### config.mk
export PLATFORM = sky130hd
export DESIGN_NAME = irq_hier_ctrl
export DESIGN_NICKNAME = d
export VERILOG_FILES = /design/src/rtl/irq_hier_pkg.sv /design/src/rtl/irq_link_reg.sv /design/src/rtl/irq_master.sv /design/src/rtl/irq_addr_dec.sv /design/src/rtl/irq_hier_ctrl.sv
export SDC_FILE = /design/constraint.sdc
export NUM_CORES = 1
export LEC_CHECK = 0
export BUFFER_PORTS_ARGS = -buffer_cell sky130_fd_sc_hd__buf_2
export CAP_MARGIN = 20
export CORE_ASPECT_RATIO = 1.1
export CORE_UTILIZATION = 31
export CTS_BUF_LIST = sky130_fd_sc_hd__clkbuf_4 sky130_fd_sc_hd__clkbuf_8
export DETAILED_ROUTE_END_ITERATION = 7
export GPL_ROUTABILITY_DRIVEN = 0
export GPL_TIMING_DRIVEN = 0
export MAX_ROUTING_LAYER = met4
export PLACE_DENSITY_LB_ADDON = 0.3
export SYNTH_ARGS = -nofsm -noshare
export SYNTH_HDL_FRONTEND = slang
export SYNTH_HIERARCHICAL = 1
export SYNTH_SLANG_ARGS = --single-unit
### constraint.sdc
create_clock -name clk -period 2.29 [get_ports clk]
set_clock_uncertainty 0.2 [all_clocks]
set_input_delay 0 -clock clk [delete_from_list [all_inputs] [get_ports clk]]
set_output_delay 0 -clock clk [all_outputs]
set_load 0.02 [all_outputs]
### src/rtl/irq_hier_pkg.sv
package irq_hier_pkg;

  function automatic int stat_off(int n);
    return 2 + 2 * n;
  endfunction

  function automatic int en_off(int n);
    return 3 + 2 * n;
  endfunction

  // mask of implemented bits for one link register
  function automatic logic [15:0] impl_mask(int cat, int grp, bit has_grp);
    logic [15:0] m;
    m = '0;
    for (int b = 0; b < 16; b++) begin
      if (b < cat) m[b] = 1'b1;
      else if (has_grp && b < cat + grp) m[b] = 1'b1;
    end
    return m;
  endfunction

  // sticky update: clear by write-one, set by event, set wins
  function automatic logic [15:0] sticky_next(logic [15:0] cur, logic [15:0] clr,
                                              logic [15:0] ev);
    return (cur & ~clr) | ev;
  endfunction

  function automatic logic link_pending(logic [15:0] st, logic [15:0] en);
    return |(st & en);
  endfunction

endpackage

### src/rtl/irq_link_reg.sv
module irq_link_reg
  import irq_hier_pkg::*;
#(
  parameter int DATA_W  = 8,
  parameter int NUM_CAT = 6,
  parameter int NUM_GRP = 2,
  parameter bit HAS_GRP = 1'b0
) (
  input  logic              clk,
  input  logic              rst_n,
  input  logic [DATA_W-1:0] evt,
  input  logic              stat_wr,
  input  logic              en_wr,
  input  logic [DATA_W-1:0] wdata,
  output logic [DATA_W-1:0] stat,
  output logic [DATA_W-1:0] en,
  output logic [DATA_W-1:0] clr,
  output logic              pend
);
  localparam logic [DATA_W-1:0] IMPL = DATA_W'(impl_mask(NUM_CAT, NUM_GRP, HAS_GRP));

  logic [DATA_W-1:0] stat_q, en_q, set_v, stat_d;

  assign set_v  = evt & IMPL;
  assign clr    = stat_wr ? (wdata & IMPL) : '0;
  assign stat_d = DATA_W'(sticky_next(16'(stat_q), 16'(clr), 16'(set_v)));

  always_ff @(posedge clk or negedge rst_n) begin
    if (!rst_n) begin
      stat_q <= '0;
      en_q   <= '0;
    end else begin
      stat_q <= stat_d;
      if (en_wr) en_q <= wdata & IMPL;
    end
  end

  assign stat = stat_q;
  assign en   = en_q;
  assign pend = link_pending(16'(stat_q), 16'(en_q));
endmodule

### src/rtl/irq_master.sv
module irq_master #(
  parameter int NUM_LINKS = 4
) (
  input  logic                 clk,
  input  logic                 rst_n,
  input  logic [NUM_LINKS-1:0] pend,
  input  logic                 men_wr,
  input  logic [NUM_LINKS-1:0] wdata,
  output logic [NUM_LINKS-1:0] mstat,
  output logic [NUM_LINKS-1:0] men,
  output logic                 irq_n
);
  logic [NUM_LINKS-1:0] men_q;

  always_ff @(posedge clk or negedge rst_n) begin
    if (!rst_n) men_q <= '0;
    else if (men_wr) men_q <= wdata;
  end

  assign mstat = pend;   // live summary, no storage
  assign men   = men_q;
  assign irq_n = ~|(pend & men_q);
endmodule

### src/rtl/irq_addr_dec.sv
module irq_addr_dec
  import irq_hier_pkg::*;
#(
  parameter int NUM_LINKS = 4,
  parameter int DATA_W    = 8,
  parameter int ADDR_W    = 4
) (
  input  logic [ADDR_W-1:0]           addr,
  input  logic                        wr_en,
  input  logic [NUM_LINKS*DATA_W-1:0] stat_flat,
  input  logic [NUM_LINKS*DATA_W-1:0] en_flat,
  input  logic [NUM_LINKS-1:0]        mstat,
  input  logic [NUM_LINKS-1:0]        men,
  output logic                        men_wr,
  output logic [NUM_LINKS-1:0]        stat_wr,
  output logic [NUM_LINKS-1:0]        en_wr,
  output logic [DATA_W-1:0]           rd_data
);
  localparam logic [ADDR_W-1:0] A_MSTAT = '0;
  localparam logic [ADDR_W-1:0] A_MEN   = ADDR_W'(1);

  assign men_wr = wr_en && (addr == A_MEN);

  always_comb begin
    stat_wr = '0;
    en_wr   = '0;
    rd_data = '0;
    if (addr == A_MSTAT) rd_data = DATA_W'(mstat);
    if (addr == A_MEN)   rd_data = DATA_W'(men);
    for (int i = 0; i < NUM_LINKS; i++) begin
      if (addr == ADDR_W'(stat_off(i))) begin
        stat_wr[i] = wr_en;
        rd_data    = stat_flat[i*DATA_W +: DATA_W];
      end
      if (addr == ADDR_W'(en_off(i))) begin
        en_wr[i] = wr_en;
        rd_data  = en_flat[i*DATA_W +: DATA_W];
      end
    end
  end
endmodule

### src/rtl/irq_hier_ctrl.sv
module irq_hier_ctrl #(
  parameter int NUM_LINKS = 4,
  parameter int NUM_CAT   = 6,
  parameter int NUM_GRP   = 2,
  parameter int ADDR_W    = 4,
  localparam int DATA_W   = NUM_CAT + NUM_GRP
) (
  input  logic                         clk,
  input  logic                         rst_n,
  input  logic                         wr_en,
  input  logic [ADDR_W-1:0]            addr,
  input  logic [DATA_W-1:0]            wr_data,
  output logic [DATA_W-1:0]            rd_data,
  input  logic [NUM_LINKS*NUM_CAT-1:0] link_evt,
  input  logic [NUM_GRP-1:0]           grp_evt,
  output logic                         irq_n
);
  logic [NUM_LINKS*DATA_W-1:0] evt_flat, stat_flat, en_flat, clr_flat;
  logic [NUM_LINKS-1:0]        pend, stat_wr, en_wr, mstat, men;
  logic                        men_wr;

  irq_addr_dec #(.NUM_LINKS(NUM_LINKS), .DATA_W(DATA_W), .ADDR_W(ADDR_W)) u_dec (
    .addr(addr), .wr_en(wr_en), .stat_flat(stat_flat), .en_flat(en_flat),
    .mstat(mstat), .men(men), .men_wr(men_wr), .stat_wr(stat_wr),
    .en_wr(en_wr), .rd_data(rd_data)
  );

  for (genvar i = 0; i < NUM_LINKS; i++) begin : g_link
    if (i == 0) begin : g_grp
      assign evt_flat[i*DATA_W +: DATA_W] = {grp_evt, link_evt[i*NUM_CAT +: NUM_CAT]};
    end else begin : g_plain
      assign evt_flat[i*DATA_W +: DATA_W] = {{NUM_GRP{1'b0}}, link_evt[i*NUM_CAT +: NUM_CAT]};
    end

    irq_link_reg #(
      .DATA_W(DATA_W), .NUM_CAT(NUM_CAT), .NUM_GRP(NUM_GRP), .HAS_GRP(i == 0)
    ) u_link (
      .clk(clk), .rst_n(rst_n),
      .evt(evt_flat[i*DATA_W +: DATA_W]),
      .stat_wr(stat_wr[i]), .en_wr(en_wr[i]), .wdata(wr_data),
      .stat(stat_flat[i*DATA_W +: DATA_W]),
      .en(en_flat[i*DATA_W +: DATA_W]),
      .clr(clr_flat[i*DATA_W +: DATA_W]),
      .pend(pend[i])
    );
  end

  irq_master #(.NUM_LINKS(NUM_LINKS)) u_master (
    .clk(clk), .rst_n(rst_n), .pend(pend), .men_wr(men_wr),
    .wdata(wr_data[NUM_LINKS-1:0]), .mstat(mstat), .men(men), .irq_n(irq_n)
  );
endmodule

==> metrics.cfg <==
[sta]
maxSlewHeadroom_pct=46.4
setup_viol=0
drv_slew=0
period_minus_slack_ps=2190
finalCritPeriodShare_pct=95.6
tightest_slew_ps=798
clock.fmax_ghz=0.457
timing_hold_violations_final=4
hold_ws_ps=-5.54

[global_route]
grt_pass1_wl_um=16200
grt_pass1_vias=3084
grt_busiest_layer=met2
grtUsageMet3_pct=2.24
use_met2_pct=30.2
antenna_found_initial=0
track_usage_pct=19.2
grt_overflow=0
gr-usage-met1_pct=25.4
grt_max_degree=41

[job]
maxCapViolCount=0

[layout]
fin_nets=487
area_delta_synth_final_pct=36.2
post-route-util_pct=44.2
nFillCells=1053
drive_gt1_share_pct=30.0
antennaDiodeCount=0

[floorplanning]
die_w_um=102
initial_core_util_pct=32.5
num_rows=39
io_pins=50
core_area_um2=10500
dieArea_um2=11500
die_h_um=112

[routing]
wl_per_cell_um=17.0
firstDrtPassIters=4
ant_nets=0
drtIter0Drc=273
wl_um=10000
drc=0
vias=2891
vias_per_cell=4.90

[cts]
cts.htree.levels=2
cts_tree=done
cts_buffer_depth=2
cts_root_buf=clkbuf_8
clk_latency_ps=310
cts.reportedPaths.clkPinSlew_ps=100
cts_inserted_buffers=5
clock_sinks=56

[power]
seqPwrFrac_pct=47.7
clkPwrFrac_pct=25.0
switching_share_pct=29.1
power_density_nw_per_um2=561
peakVddDrop_uv=263
p_int_uw=1850
p_comb_share_pct=27.3
power.switching_uw=761
power_uw=2610
power_leakage_uw=0.00189

[worst_setup_path]
crit_start=g_link[2].u_link/stat[5]$_DFF_PN0_
startpoint_type=register
arrival_ps=1990
path_class=reg -> out
crit_fanout=3
required_ps=2090
end_kind=primary output
reg2reg_from=g_link[2].u_link/stat[4]$_DFF_PN0_

[logic_synthesis]
postSynthCellCount=319
syn_area_um2=3420
syn_avg_cell_area_um2=10.7
synth_warnings=6

[status]
violations=hold timing
status=complete, but fails checks

[worst_hold_path]
hold_path_class=in -> async

[place]
dp_hpwl_um=7120
portBuffers=47

## layout make-up
class                      instances  area (um^2)  area share, %
timing repair buffer             111          883           19.0
clock buffer                       5         68.8           1.48
sequential                        56         1400           30.1
clock inverter                     3         42.5          0.913
buffer                            34          288           6.17
tap                              143          179           3.84
multi-input combinational        235         1790           38.3
inverter                           3         11.3          0.242
## per-layer routing
metal,wire length (um),share of wire [%],vias up
met4,188,1.9,0
met5,0,0,-
met3,459,4.6,15
li1,-,-,1380
met1,4570,46,1418
met2,4790,48,78
## critical path, cell delays in order (launching register included)
cell and delay, ps:
dfrtp_1 440, a22oi_1 220, nand3_2 150, buf_4 160, mux2i_1 120, o21ai_0 110, a21oi_1 200, o21ai_1 110
buf_2 170
## timing repair
action	in CTS	in global routing
hold endpoints to repair	112	0
gates resized for setup	0	7
endpoints found under the setup margin	0	10
buffers inserted	0	1
hold buffers	62	0
## stage by stage
step           area [um^2]  std cells  TNS [ps]  setup slack (ps)
2_1_floorplan         3460        328         0               630
3_3_place_gp          3870        518         0               361
3_5_place_dp          3890        519         0               350
4_1_cts               4620        589         0              58.1
5_1_grt               4660        590     -18.4             -18.4
6_report              4660        590         0               101
## sequential cells by signal, indices dropped and copies added (netlist names)
| register | flops |
|---|---|
| u_master/men | 4 |
| g_link.u_link/stat | 26 |
| g_link.u_link/en | 26 |
## layout by cell type (no fill, tap or decap), types with 4 or more instances in the layout
cell type      instances
dlygate4sd3_1         62
dfrtp_1               55
buf_2                 49
nand2_1               37
a21o_1                26
mux2_4                26
buf_4                 22
mux2i_1               20
a22oi_1               13
conb_1                12
nor2_1                12
buf_6                  9
nand2b_1               9
nand3b_1               8
o21ai_0                8
a21oi_1                6
clkbuf_8               5
o22ai_1                5
a31oi_1                5
mux2_2                 5
o21ai_1                4
## path summary, 6_finish.rpt
check / cells past startpoint / slack [ps] / to
setup / recovery: 8 / 100 / rd_data[2]
max in group asynchronous: 3 / 700 / g_link[0].u_link/en[4]$_DFFE_PN0P_
hold / removal: 3 / -6 / g_link[3].u_link/stat[4]$_DFF_PN0_
hold reg to reg: 1 / 350 / g_link[3].u_link/en[1]$_DFFE_PN0P_
min in group clk: 5 / 100 / g_link[3].u_link/en[4]$_DFFE_PN0P_
setup reg to reg: 2 / 810 / g_link[2].u_link/stat[4]$_DFF_PN0_
## power groups by stage
| stage | Clock, uW | Sequential, uW | Combinational [uW] |
|---|---|---|---|
| floorplan | 0 | 1210 | 461 |
| global placement | 0 | 1260 | 620 |
| detailed placement | 0 | 1260 | 633 |
| CTS | 678 | 1240 | 691 |
| global route | 703 | 1260 | 767 |
| finish | 654 | 1250 | 713 |
Note: power is estimated with default switching activity, not from simulation.
